File: src/rtl/cfg_claim_pkg.sv
package cfg_claim_pkg;

    // Default address geometry of an upstream Type 0 configuration cycle
    localparam int unsigned ADDR_W_DEF   = 32;
    localparam int unsigned SEL_BIT_DEF  = 16;
    localparam int unsigned TYPE_W_DEF   = 2;
    localparam int unsigned REG_LSB_DEF  = 2;
    localparam int unsigned REG_W_DEF    = 6;
    localparam int unsigned EXT_LSB_DEF  = 24;
    localparam int unsigned EXT_W_DEF    = 4;
    localparam int unsigned DEV_W_DEF    = 5;

    // Why an address phase was or was not taken
    typedef enum logic [2:0] {
        VERDICT_CLAIM     = 3'd0,
        VERDICT_NOT_CFG   = 3'd1,
        VERDICT_BAD_TYPE  = 3'd2,
        VERDICT_DISABLED  = 3'd3,
        VERDICT_NO_SELECT = 3'd4
    } verdict_e;

endpackage

File: src/rtl/cfg_addr_split.sv
module cfg_addr_split
    import cfg_claim_pkg::*;
#(
    parameter int unsigned ADDR_W  = ADDR_W_DEF,
    parameter int unsigned SEL_BIT = SEL_BIT_DEF,
    parameter int unsigned TYPE_W  = TYPE_W_DEF,
    parameter int unsigned REG_LSB = REG_LSB_DEF,
    parameter int unsigned REG_W   = REG_W_DEF,
    parameter int unsigned EXT_LSB = EXT_LSB_DEF,
    parameter int unsigned EXT_W   = EXT_W_DEF,
    localparam int unsigned IDX_W  = EXT_W + REG_W
) (
    input  logic [ADDR_W-1:0] ad_i,
    output logic              type0_o,
    output logic              select_o,
    output logic [IDX_W-1:0]  index_o
);

    // Device and function bits are deliberately not decoded here
    localparam logic [ADDR_W-1:0] ONE = {{(ADDR_W-1){1'b0}}, 1'b1};
    localparam logic [ADDR_W-1:0] USED_MASK =
          (((ONE << TYPE_W) - ONE))
        | (ONE << SEL_BIT)
        | (((ONE << REG_W) - ONE) << REG_LSB)
        | (((ONE << EXT_W) - ONE) << EXT_LSB);

    logic [ADDR_W-1:0] unused_ad_bits;
    assign unused_ad_bits = ad_i & ~USED_MASK;

    always_comb begin
        type0_o  = (ad_i[TYPE_W-1:0] == '0);
        select_o = ad_i[SEL_BIT];
        index_o  = {ad_i[EXT_LSB +: EXT_W], ad_i[REG_LSB +: REG_W]};
    end

endmodule

File: src/rtl/cfg_enable_reg.sv
module cfg_enable_reg (
    input  logic clk,
    input  logic rst_n,
    input  logic wr_i,
    input  logic wdata_i,
    output logic enable_o
);

    logic enable_d;
    logic enable_q;

    always_comb begin
        enable_d = enable_q;
        if (wr_i) begin
            enable_d = wdata_i;
        end
    end

    always_ff @(posedge clk) begin
        if (!rst_n) begin
            enable_q <= 1'b0;
        end else begin
            enable_q <= enable_d;
        end
    end

    assign enable_o = enable_q;

endmodule

File: src/rtl/cfg_claim_stage.sv
module cfg_claim_stage
    import cfg_claim_pkg::*;
#(
    parameter int unsigned IDX_W = EXT_W_DEF + REG_W_DEF
) (
    input  logic             clk,
    input  logic             rst_n,
    input  logic             valid_i,
    input  logic             is_cfg_i,
    input  logic             type0_i,
    input  logic             select_i,
    input  logic             enable_i,
    input  logic [IDX_W-1:0] index_i,
    output logic             claim_o,
    output logic [IDX_W-1:0] index_o
);

    typedef struct packed {
        logic             claim;
        logic [IDX_W-1:0] index;
    } stage_t;

    stage_t   st_d;
    stage_t   st_q;
    verdict_e verdict;

    always_comb begin
        // Ordered checks: command, header type, enable, then select bit
        if (!is_cfg_i) begin
            verdict = VERDICT_NOT_CFG;
        end else if (!type0_i) begin
            verdict = VERDICT_BAD_TYPE;
        end else if (!enable_i) begin
            verdict = VERDICT_DISABLED;
        end else if (!select_i) begin
            verdict = VERDICT_NO_SELECT;
        end else begin
            verdict = VERDICT_CLAIM;
        end

        st_d       = st_q;
        st_d.claim = valid_i && (verdict == VERDICT_CLAIM);
        if (st_d.claim) begin
            st_d.index = index_i;
        end
    end

    always_ff @(posedge clk) begin
        if (!rst_n) begin
            st_q <= '0;
        end else begin
            st_q <= st_d;
        end
    end

    assign claim_o = st_q.claim;
    assign index_o = st_q.index;

endmodule

File: src/rtl/cfg_claim_decoder.sv
module cfg_claim_decoder
    import cfg_claim_pkg::*;
#(
    parameter int unsigned ADDR_W   = ADDR_W_DEF,
    parameter int unsigned SEL_BIT  = SEL_BIT_DEF,
    parameter int unsigned REG_LSB  = REG_LSB_DEF,
    parameter int unsigned REG_W    = REG_W_DEF,
    parameter int unsigned EXT_LSB  = EXT_LSB_DEF,
    parameter int unsigned EXT_W    = EXT_W_DEF,
    parameter int unsigned DEV_W    = DEV_W_DEF,
    parameter logic [DEV_W-1:0] SELF_DEV = '0,
    localparam int unsigned IDX_W   = EXT_W + REG_W
) (
    input  logic              clk,
    input  logic              rst_n,
    input  logic              addr_valid_i,
    input  logic              cmd_is_cfg_i,
    input  logic [ADDR_W-1:0] ad_i,
    input  logic              csr_wr_i,
    input  logic              csr_wdata_i,
    output logic              cfg_enable_o,
    output logic              claim_o,
    output logic [IDX_W-1:0]  reg_index_o,
    output logic [DEV_W-1:0]  primary_dev_o
);

    logic             type0;
    logic             select;
    logic [IDX_W-1:0] index_c;
    logic [DEV_W-1:0] self_dev_d;
    logic [DEV_W-1:0] self_dev_q;

    cfg_addr_split #(
        .ADDR_W  (ADDR_W),
        .SEL_BIT (SEL_BIT),
        .TYPE_W  (TYPE_W_DEF),
        .REG_LSB (REG_LSB),
        .REG_W   (REG_W),
        .EXT_LSB (EXT_LSB),
        .EXT_W   (EXT_W)
    ) u_split (
        .ad_i     (ad_i),
        .type0_o  (type0),
        .select_o (select),
        .index_o  (index_c)
    );

    cfg_enable_reg u_enable (
        .clk      (clk),
        .rst_n    (rst_n),
        .wr_i     (csr_wr_i),
        .wdata_i  (csr_wdata_i),
        .enable_o (cfg_enable_o)
    );

    cfg_claim_stage #(
        .IDX_W (IDX_W)
    ) u_stage (
        .clk      (clk),
        .rst_n    (rst_n),
        .valid_i  (addr_valid_i),
        .is_cfg_i (cmd_is_cfg_i),
        .type0_i  (type0),
        .select_i (select),
        .enable_i (cfg_enable_o),
        .index_i  (index_c),
        .claim_o  (claim_o),
        .index_o  (reg_index_o)
    );

    // Own device number: no path from the bus, only the reserved value
    always_comb begin
        self_dev_d = self_dev_q;
    end

    always_ff @(posedge clk) begin
        if (!rst_n) begin
            self_dev_q <= SELF_DEV;
        end else begin
            self_dev_q <= self_dev_d;
        end
    end

    assign primary_dev_o = self_dev_q;

endmodule

File: config.mk
export PLATFORM = sky130hd
export DESIGN_NAME = cfg_claim_decoder
export DESIGN_NICKNAME = d
export VERILOG_FILES = /design/src/rtl/cfg_claim_pkg.sv /design/src/rtl/cfg_addr_split.sv /design/src/rtl/cfg_enable_reg.sv /design/src/rtl/cfg_claim_stage.sv /design/src/rtl/cfg_claim_decoder.sv
export SDC_FILE = /design/constraint.sdc
export NUM_CORES = 1
export LEC_CHECK = 0
export BUFFER_PORTS_ARGS = -buffer_cell sky130_fd_sc_hd__clkbuf_2
export CAP_MARGIN = 20
export CORE_MARGIN = 10
export CORE_UTILIZATION = 29
export DETAILED_ROUTE_END_ITERATION = 10
export PLACE_DENSITY = 0.72
export REMOVE_ABC_BUFFERS = 1
export SLEW_MARGIN = 25
export SYNTH_ARGS = -nofsm -noshare
export SYNTH_HDL_FRONTEND = slang
export SYNTH_SLANG_ARGS = --single-unit
File: constraint.sdc
create_clock -name clk -period 1.1 [get_ports clk]
set_clock_uncertainty 0.1 [all_clocks]
set_input_delay 0 -clock clk [delete_from_list [all_inputs] [get_ports clk]]
set_output_delay 0 -clock clk [all_outputs]
set_load 0.02 [all_outputs]
* Word level (Yosys, flattened, before mapping) *
Cells that the tools add are included.
W data, S select, Z words.

word-level totals
  register bits = 12
  output and inout port bits = 17

operators by class
  muxes and demuxes = 4
  reductions and logical operators = 3

operator list
  operator             count
  $mux W3              4
  $logic_not A3 Y1     1
  $logic_not A2 Y1     1
  $logic_and A1 B1 Y1  1

* Longest topological paths before layout *
Gate-level depths: netlist of run 1.

  word-level depth = 6
  mapped depth = 4
  gate-level depth less buffers = 3

* Modules after synthesis *
Synthesis of run 1 repeated with hierarchy kept, for this count alone.

second synthesis, totals
  cell total of the unflattened synthesis = 69
  area, all modules = 611.8 µm²

modules (own cells, without submodules)
  module             instances  cells each  area each (µm²)
  cfg_claim_stage    1          48          447.9
  cfg_addr_split     1          12          86.3
  cfg_claim_decoder  1          6           41.3
  cfg_enable_reg     1          3           36.3

* Worst setup path before layout of run 1 *
Ideal clock, no wire load.

  kind = register to register
  start = register u_enable.enable_q (netlist: u_enable.enable_o)
  end = register u_stage.st_q (netlist bit u_stage.index_o[0])
  cell stages (with the launch flop) = 5
  clock period less this slack = 1.269 ns
  path slack = -0.169 ns
  setup time = 0.072 ns
  arrival = 1.097 ns
  cell sequence = dfxtp_1 -> nand4_1 -> nor3_2 -> buf_6 -> mux2i_1

between the ends
  word-level cells in the longest chain between the ends = 5

RTL lines
  element                 line                   RTL
  from (decl)             cfg_enable_reg.sv:10   logic enable_q;
  from (signal assigned)  cfg_enable_reg.sv:23   enable_q <= enable_d;
  $mux W3                 cfg_claim_stage.sv:33  end else if (!enable_i) begin
  $mux W3                 cfg_claim_stage.sv:31  end else if (!type0_i) begin
  $mux W3                 cfg_claim_stage.sv:29  if (!is_cfg_i) begin
  $logic_not A3 Y1        cfg_claim_stage.sv:42  st_d.claim = valid_i && (verdict == VERDICT_CLAIM);
  $logic_and A1 B1 Y1     cfg_claim_stage.sv:42
  to (signal assigned)    cfg_claim_stage.sv:52  st_q <= st_d;
  to (decl)               cfg_claim_stage.sv:24  stage_t st_q;

No other way between the ends.
A chain may end at the register's enable or synchronous reset.

* Final worst setup path of run 1 *
  start = register u_enable.enable_q (netlist: u_enable.enable_o)
  end = register u_stage.st_q (netlist bit u_stage.index_o[1])

The elaborated chain is that of the path after synthesis.

==> metrics.txt, run 1 <==
status complete, but fails checks; failing checks negative setup slack; Clock Path Buffers 2; num ports 55; diode count 0; Critical R2R Capture u_stage.index_o[1]; clk slew on worst S/H paths approximately 0.080 ns; Final Hold Fails 0; R2R cell count 4; RePlAce Congestion approximately 0.63; Yosys reg bits 12; CTS Sinks 12; die area roughly 3900 um2; Setup crit start kind flip-flop; Root Driver clkbuf_4; vias per cell around 4.0; min-delay src ad_i[1]; RSZ-0062 raised after global routing true; core area around 1700 um2; Die H ~62 um; Layout area overhead 62.2%; total CTS buffers 3; Vias 506; Chip Width between 60 and 70 um; Netlist cell types 11; hold crit path type input port to flip-flop; power per cell area between 1000 and 1500 nW/um2; final instance area roughly 840 um2; number of antenna violations at the first check in global routing 0; post-synthesis area per instance a little over 9 um2; Clk Latency, worst-skew pair 0.26 ns; DP Area 677 um2; fin crit period between 1 and 1.5 ns; TritonCTS clock tree built; H-tree depth 1; vias in the first global route 554; crit end category flip-flop; Hold Path End u_stage.index_o[0]; Syn Std Cell Area ~520 um2; max cap viols 0; final setup fails 10; DR pass1 iterations 3; Finished Layout Cells 126; first-pass GRT wire length about 2.6 mm; placed cell count between 100 and 150; Seq/Total Area, Yosys 46.5%; CP max FO 8; Final Max Tran Viols 0; yosys warns 0; Leakage Power between 0.3 and 0.4 nW; Power Total 0.000899 W; I/O Buffers 30; starting DRC count in detailed routing 13; Overflow after GRT 0; Total GRT Usage under 10%; R2R Setup Slk -0.04 ns; worst r2r src u_enable.enable_o; Post-DP HPWL between 1 and 1.5 mm; VDD IR-drop max approximately 0.49 mV; Setup CP Type flip-flop to flip-flop; Starting Density 30.3%; number of nets still failing antenna checks after routing 0; worst path arrival time between 1 and 1.5 ns; FILL cells around 170; Post-Syn Instances between 50 and 60; fmax 874 MHz; setup ws final -0.0447 ns; largest net degree at the start of global routing 23; Critical Path RT about 1.2 ns; Nets 140; routed len/inst 11.5 um; Min-Delay Path Depth 4; drc violations 0; row count 15; routed wire length 1.45 mm; layout cell share with drive strength beyond 1 38.6%; fin crit share 104%; # Post-CTS Setup Buffers 0
## cell usage after synthesis, drive strengths merged
| cell | count | share of area, % |
|---|---|---|
| nor2b | 1 | 1.2 |
| nor3 | 1 | 1.9 |
| conb | 1 | 0.73 |
| and2 | 1 | 1.2 |
| buf | 8 | 11 |
| mux2i | 11 | 21 |
| nand2 | 20 | 15 |
| nand4 | 1 | 1.2 |
| dfxtp | 12 | 46 |
## worst max-delay path by stage
stage	start	to	slack, ns	cells past startpoint
after floorplan	u_enable.enable_o	u_stage.index_o[0]	-0.50	3
after global placement	u_enable.enable_o	u_stage.index_o[5]	-0.03	4
after detailed placement	u_enable.enable_o	u_stage.index_o[1]	-0.08	4
after CTS	u_enable.enable_o	u_stage.index_o[1]	-0.07	4
after global routing	u_enable.enable_o	u_stage.index_o[5]	-0.17	4
final	u_enable.enable_o	u_stage.index_o[1]	-0.04	4
## power by group
group	internal (W)	leakage, nW	total (W)	switching, W
Sequential	0.000438	0.0972	0.000439	0.00000166
Clock	0.000201	0.0210	0.000341	0.000141
Combinational	0.0000635	0.275	0.000118	0.0000546
Total	0.000702	0.393	0.000899	0.000197
## cells by family (layout without fill, tap and decap cells)
family / Yosys count / count (layout) / share of synthesized area [%]
flops: 12 / 12 / 46.5
buf+inv: 8 / 49 / 11.4
simple gates: 24 / 24 / 20.1
mux: 11 / 11 / 21.3
other cells: 1 / 5 / 0.726
## area by class of cell
| type | count | area (um2) | share of cell area, % |
|---|---|---|---|
| multi-input cells | 40 | 233 | 27.8 |
| well taps | 25 | 31.3 | 3.73 |
| flip-flops and latches | 12 | 241 | 28.8 |
| repair buffers | 45 | 297 | 35.4 |
| clock buffers | 4 | 36.3 | 4.33 |
## placed cells by master, fill, tap and decap left out
| master | count |
|---|---|
| clkbuf_2 | 30 |
| nand2_1 | 20 |
| dlygate4sd3_1 | 12 |
| mux2i_1 | 11 |
| dfxtp_1 | 11 |
| conb_1 | 5 |
| clkbuf_4 | 3 |
| buf_4 | 2 |
| nand4_1 | 1 |
| nor3_2 | 1 |
| nor2b_1 | 1 |
| and2_1 | 1 |
| clkbuf_8 | 1 |
| buf_6 | 1 |
| dfxtp_2 | 1 |
## per-layer routing
layer,GRT usage (%),routed length [um]
met1,9.14,658
met2,12.1,629
met3,4.12,165
met4,3.43,0
met5,0,0
## state kept, by name, summed over array words and instances, names as in the netlist
name               count
u_stage.index_o       10
u_enable.enable_o      1
u_stage.claim_o        1
## worst max-delay path: stages (launching register included)
cell     delay, ns
dfxtp_2       0.33
nand4_1       0.08
nor3_2        0.19
buf_6         0.19
mux2i_1       0.19
## repair_timing
action                                 in CTS  in global routing
hold buffers                               12                  0
resized for setup                           2                  0
setup endpoints to repair                  11                 11
endpoints found under the hold margin      11                  0
## stage by stage
| step | hold slack (ns) | setup WS [ns] | setup TNS (ns) | utilization (%) |
|---|---|---|---|---|
| floorplan | 0.0217 | -0.503 | -5.49 | - |
| global placement | 0.132 | -0.0336 | -0.218 | 39.6 |
| detailed placement | 0.138 | -0.0770 | -0.420 | 39.6 |
| CTS | 0.0564 | -0.0660 | -0.443 | 49.1 |
| global route | 0.0723 | -0.169 | -1.41 | 49.1 |
| finish | 0.0623 | -0.0447 | -0.255 | 49.1 |
(Power assumes the default switching activity.)
==> inputs of run 2 (changes only) <==
Settings changed: CORE_UTILIZATION 29 to 36, PLACE_DENSITY 0.72 to 0.78, SYNTH_HIERARCHICAL set to 1.
Clock period 1.1 ns to 1.18 ns, I/O delays scaled along.
==> metrics.txt, run 2 <==
Vias 512; starting DRC count in detailed routing 9; setup ws final approximately 0.11 ns; die area 3750 um2; commonest non-fill, non-tap cell in the layout clkbuf_2; routed wire length approximately 1.5 mm; total CTS buffers 3; Cell Int Power between 0.0005 and 0.0006 W; Synth area leaders dfxtp_1 (39%), buf_4 (20%), mux2i_1 (18%), nand2_1 (13%), buf_6 (1.8%); Setup CP Type flip-flop to flip-flop; Setup crit start kind flip-flop; Yosys reg bits 12; Layout area overhead 33.1%; RePlAce Congestion ~0.68; part of the power in the clock network 31.2%; register area 241 um2; Die H 61.2 um; Final Max Tran Viols 0; combinational share of power between 10 and 15%; clk slew on worst S/H paths 0.07 ns; Placement Setup Slack 0.0914 ns; crit end category flip-flop; number of nets still failing antenna checks after routing 0; CTS Sinks 12; Sw Ratio between 20% and 30%; Main synth FF type dfxtp_1; I/O Buffers 30; sequential share of power a little over half; layout cell share with drive strength beyond 1 around 38%; Multi-input gate area around 250 um2; RSZ-0062 raised after global routing false; FILL cells between 150 and 200; worst r2r src u_enable/enable_o; Commonest cells post-synth nand2_1 (21), buf_4 (16), dfxtp_1 (12); Overflow after GRT 0; multiplexer share of the synthesized area roughly 18%; Post-Syn Instances between 60 and 70; CP max FO 6; fmax about 940 MHz; Leakage Power about 0.38 nW; vias in the first global route around 510; largest net degree at the start of global routing 23; Hold Path End u_stage/index_o[7]; routed len/inst around 13 um; fin crit period 1.07 ns; Clk Latency, worst-skew pair 0.26 ns; yosys warns 6; diode count 0; Synth Area in Compound Gates 0%; num ports between 50 and 60; Post-Synth Simple-Gate Area between 10% and 20%; Root Driver clkbuf_4; VDD IR-drop max around 0.32 mV; P_sw 0.000176 W; DR pass1 iterations 3; most frequent cell after synthesis nand2_1; top cell type's share of synthesized area between 30% and 40%; number of antenna violations at the first check in global routing 0; hold crit path type input port to flip-flop; Total GRT Usage under 10%; TritonCTS clock tree built; Critical R2R Capture u_stage/index_o[5]; Seq/Total Area, Yosys between 30% and 40%; Post-DP HPWL roughly 1.1 mm; final setup fails 0; vias per cell 4.38; Clock Path Buffers 2; Chip Width between 60 and 70 um; core area approximately 1600 um2; Syn Std Cell Area between 600 and 700 um2; Min-Delay Path Depth 3; R2R cell count 4; min-delay src rst_n; Nets roughly 140; Critical Path RT around 1.3 ns; final core occ between 50% and 60%; R2R Setup Slk 0.11 ns; post-synthesis xor/xnor area fraction 0%; drc violations 0; Synth Area in Adders 0%; Netlist cell types 12; Starting Density a little under 40%; Post-synth ARST share 0%; fin crit share about 90%; status completed; max reg flops 10; row count 14; max cap viols 0; H-tree depth 1; post-synthesis area per instance approximately 8.9 um2; power per cell area 932 nW/um2; worst hold margin between 0.1 and 0.15 ns; first-pass GRT wire length ~2.3 mm; Post-synth EDFFs 0; worst path arrival time between 1 and 1.5 ns; Final Hold Fails 0; combinational family with the most area after synthesis buffers and inverters; area leader, netlist dfxtp_1; most frequent cells in the layout clkbuf_2 (30), nand2_1 (21), dlygate4sd3_1 (12)
## run 2: cell count changes after synthesis
cell / before / now
buf_4: 5 / 16
nand2_1: 20 / 21
nand3_2: 0 / 1
nand4_1: 1 / 0
nor2_1: 0 / 1
nor2_4: 0 / 1
nor3_2: 1 / 0
## run 2: cell families after synthesis
logic type,count (synthesis)
buffers and inverters,19
muxes,11
and+or+nand+nor,26
other,1
DFF,12
## run 2: layer usage
layer	track usage [%]	vias up	part of all wire (%)
li1	-	259	-
met1	7.60	225	36
met2	14.3	26	48
met3	4.53	2	15
met4	4.89	0	0.26
met5	0	-	0
## run 2: what timing repair did
action / CTS / global route
gates resized for setup: 0 / 1
buffers inserted: 0 / 0
endpoints found under the hold margin: 11 / 0
endpoints found under the setup margin: 0 / 3
hold buffers: 12 / 0
## run 2: power by group through the flow
| stage | Combinational, W | Clock [W] | Sequential, W |
|---|---|---|---|
| 6_report | 0.000111 | 0.000237 | 0.000411 |
| 4_1_cts | 0.000110 | 0.000255 | 0.000410 |
| 5_1_grt | 0.000122 | 0.000281 | 0.000411 |
| 3_5_place_dp | 0.0000787 | 0 | 0.000420 |
| 2_1_floorplan | 0.0000304 | 0 | 0.000423 |
| 3_3_place_gp | 0.0000763 | 0 | 0.000419 |
## run 2: layout make-up
cell class,count,share of cell area [%]
well taps,16,2.46
clock buffers,3,2.76
flip-flops and latches,12,29.6
repair buffers,44,35.0
multi-input cells,42,30.1
## run 2: critical path, cell delays in order, from the launching register on
cell,delay (ns)
dfxtp_2,0.35
nand3_2,0.09
nor2_4,0.11
buf_4,0.18
mux2i_1,0.18
## run 2: worst max path at each step
stage,start,end,slack [ns],cells after the start
global placement,u_enable/enable_o,u_stage/index_o[9],0.14,4
floorplan,u_enable/enable_o,u_stage/index_o[0],-0.04,3
detailed placement,u_enable/enable_o,u_stage/index_o[5],0.09,4
finish,u_enable/enable_o,u_stage/index_o[5],0.11,4
global route,u_enable/enable_o,u_stage/index_o[9],0.03,4
CTS,u_enable/enable_o,u_stage/index_o[8],0.08,4
## run 2: through the flow
stage / cells / power (W) / setup TNS (ns) / area [um2]
global placement: 102 / 0.000496 / 0 / 671
finish: 117 / 0.000759 / 0 / 815
floorplan: 54 / 0.000454 / -0.379 / 485
detailed placement: 102 / 0.000498 / 0 / 671
CTS: 117 / 0.000775 / 0 / 813
global route: 117 / 0.000814 / 0 / 815
==> inputs of run 3 (changes only) <==
Settings changed: ABC_AREA set to 1, PLACE_DENSITY 0.78 to 0.76, RECOVER_POWER set to 100.
==> metrics.txt, run 3 <==
Starting Density a little under two fifths; DR pass1 iterations 4; starting DRC count in detailed routing 14; core area between 1500 and 2000 um2; status completed; clk slew on worst S/H paths ~0.080 ns; Die H ~63 um; Total GRT Usage under 10%; RSZ-0062 raised after global routing false; Main synth FF type dfxtp_1; sequential share of power a little under half; worst path arrival time approximately 1.2 ns; Clock Path Buffers 2; diode count 0; fin crit period between 1 and 1.5 ns; H-tree depth 1; Synth area leaders dfxtp_1 (37%), buf_4 (18%), nor2_1 (13%), nand3_1 (7.7%), nand2_1 (7.5%); Slowest Stage Delay on Critical Path between 0.5 and 0.6 ns; area leader, netlist dfxtp_1; Critical Path RT 1.25 ns; VDD IR-drop max roughly 0.5 mV; max reg flops 10; P_sw roughly 0.00022 W; Seq/Total Area, Yosys a little under two fifths; GR Util met1 7.85%; RePlAce Congestion 0.686; GR Layer Usage met3 4.12%; top cell type's share of synthesized area 36.9%; largest net degree at the start of global routing 13; Cell Int Power 0.000670 W; die area roughly 3900 um2; most frequent cells in the layout nor2_1 (22), clkbuf_2 (17), dlygate4sd3_1 (16); Commonest cells post-synth nor2_1 (22), buf_4 (16), nand2_1 (13); Leakage Power roughly 0.45 nW; Final Max Tran Viols 0; first-pass GRT wire length around 2.7 mm; hold crit path type input port to flip-flop; Setup CP Type input port to flip-flop; fmax about 920 MHz; part of the power in the clock network between 30% and 40%; Global Route met2 Usage between 10 and 15%; power per cell area 951 nW/um2; vias in the first global route 611; drc violations 0; Vias 640; routed wire length between 1.5 and 2 mm; row count 15; Post-DP HPWL between 1 and 1.5 mm; Root Driver clkbuf_4; number of nets still failing antenna checks after routing 0; Final Hold Fails 0; Post-synth EDFFs 0; Nets between 150 and 200; Post-synth ARST share 0%; Syn Std Cell Area 651 um2; worst-path cell chain dlygate4sd3_1, clkbuf_2, inv_1, nor2_4, nand3_1, nand2_1, nor2_1; Power Total roughly 0.00089 W; Slew HR 66.1%; total CTS buffers 3; CTS Sinks 12; Yosys reg bits 12; setup TNS 0 ns; max cap viols 0; yosys warns 6; most frequent cell after synthesis nor2_1; post-synthesis area per instance 6.92 um2; Clk Latency, worst-skew pair about 0.26 ns; routed len/inst 11.0 um; num ports 55; Setup crit start kind input port; GR peak layer met2; Worst Tran Pin Value just over 0.5 ns; final setup fails 0; CP max FO 5; vias per cell roughly 4; crit end category flip-flop; Sw Ratio 24.5%; CP max-delay cell dlygate4sd3_1; Post-Syn Instances between 90 and 100; TritonCTS clock tree built; combinational share of power roughly 17%; Overflow after GRT 0; buffer and inverter count on the worst path 3; Netlist cell types 14; Chip Width between 60 and 70 um; I/O Buffers 30; Layout area overhead 43.3%; fin crit share 92.2%; # Post-CTS Setup Buffers 0; layout cell share with drive strength beyond 1 22.6%; commonest non-fill, non-tap cell in the layout nor2_1; Worst path top cell family by delay buffers and inverters; number of antenna violations at the first check in global routing 0
## run 3: worst paths after layout
path	start	endpoint	slack, ns	depth (start not counted)
setup reg to reg	u_enable/enable_o	u_stage/index_o[5]	0.09	5
setup / recovery	ad_i[16]	u_stage/index_o[5]	0.09	7
hold / removal	ad_i[0]	u_stage/claim_o	0.01	4
hold reg to reg	u_stage/index_o[8]	u_stage/index_o[8]	0.38	2
## run 3: timing repair
action / 4_1_cts / 5_1_grt
endpoints found under the setup margin: 0 / 10
hold buffers: 16 / 0
hold endpoints to repair: 12 / 0
resized for setup: 0 / 4
## run 3: cells by family (layout without fill, tap and decap cells)
| group | after synthesis | in the layout | share of synthesized area, % |
|---|---|---|---|
| buffers and inverters | 30 | 63 | 26.5 |
| flip-flops | 12 | 12 | 36.9 |
| other | 1 | 5 | 0.576 |
| AND/OR/NAND/NOR | 51 | 53 | 36.0 |
## run 3: per-stage QoR
step	utilization (%)	hold WS, ns	instances	instance area [um2]	setup slack, ns
after floorplan	-	0.0207	81	542	0.0303
after global placement	41.9	0.141	136	723	0.0800
after detailed placement	41.9	0.155	136	723	0.0293
after CTS	53.3	-0.0242	156	920	0.0207
after global routing	54.0	0.0220	158	932	0.00661
final	54.0	0.0149	158	932	0.0924
## run 3: power groups by stage
| stage | Clock [W] | Combinational [W] | Sequential [W] |
|---|---|---|---|
| after CTS | 0.000333 | 0.000146 | 0.000413 |
| after global routing | 0.000354 | 0.000167 | 0.000415 |
| after floorplan | 0 | 0.0000509 | 0.000428 |
| after detailed placement | 0 | 0.000105 | 0.000422 |
| final | 0.000321 | 0.000152 | 0.000414 |
| after global placement | 0 | 0.000101 | 0.000422 |
## run 3: worst reg2reg max path: cells and delay by family (launching register included)
| kind | cells | cell delay (ns) |
|---|---|---|
| AND/OR/NAND/NOR | 5 | 0.52 |
| flip-flops | 1 | 0.36 |
## run 3: routing by layer
layer | part of all wire, % | vias to the layer above
li1 | - | 341
met1 | 41 | 270
met2 | 49 | 25
met3 | 7.7 | 4
met4 | 1.8 | 0
met5 | 0 | -
## run 3: cell type report
type                            count  area (um2)
Clock buffer                        4        36.3
Fill cell                         186         795
Inverter                           13        48.8
Multi-Input combinational cell     58         280
Sequential cell                    12         241
Tap cell                           25        31.3
Timing Repair Buffer               46         294
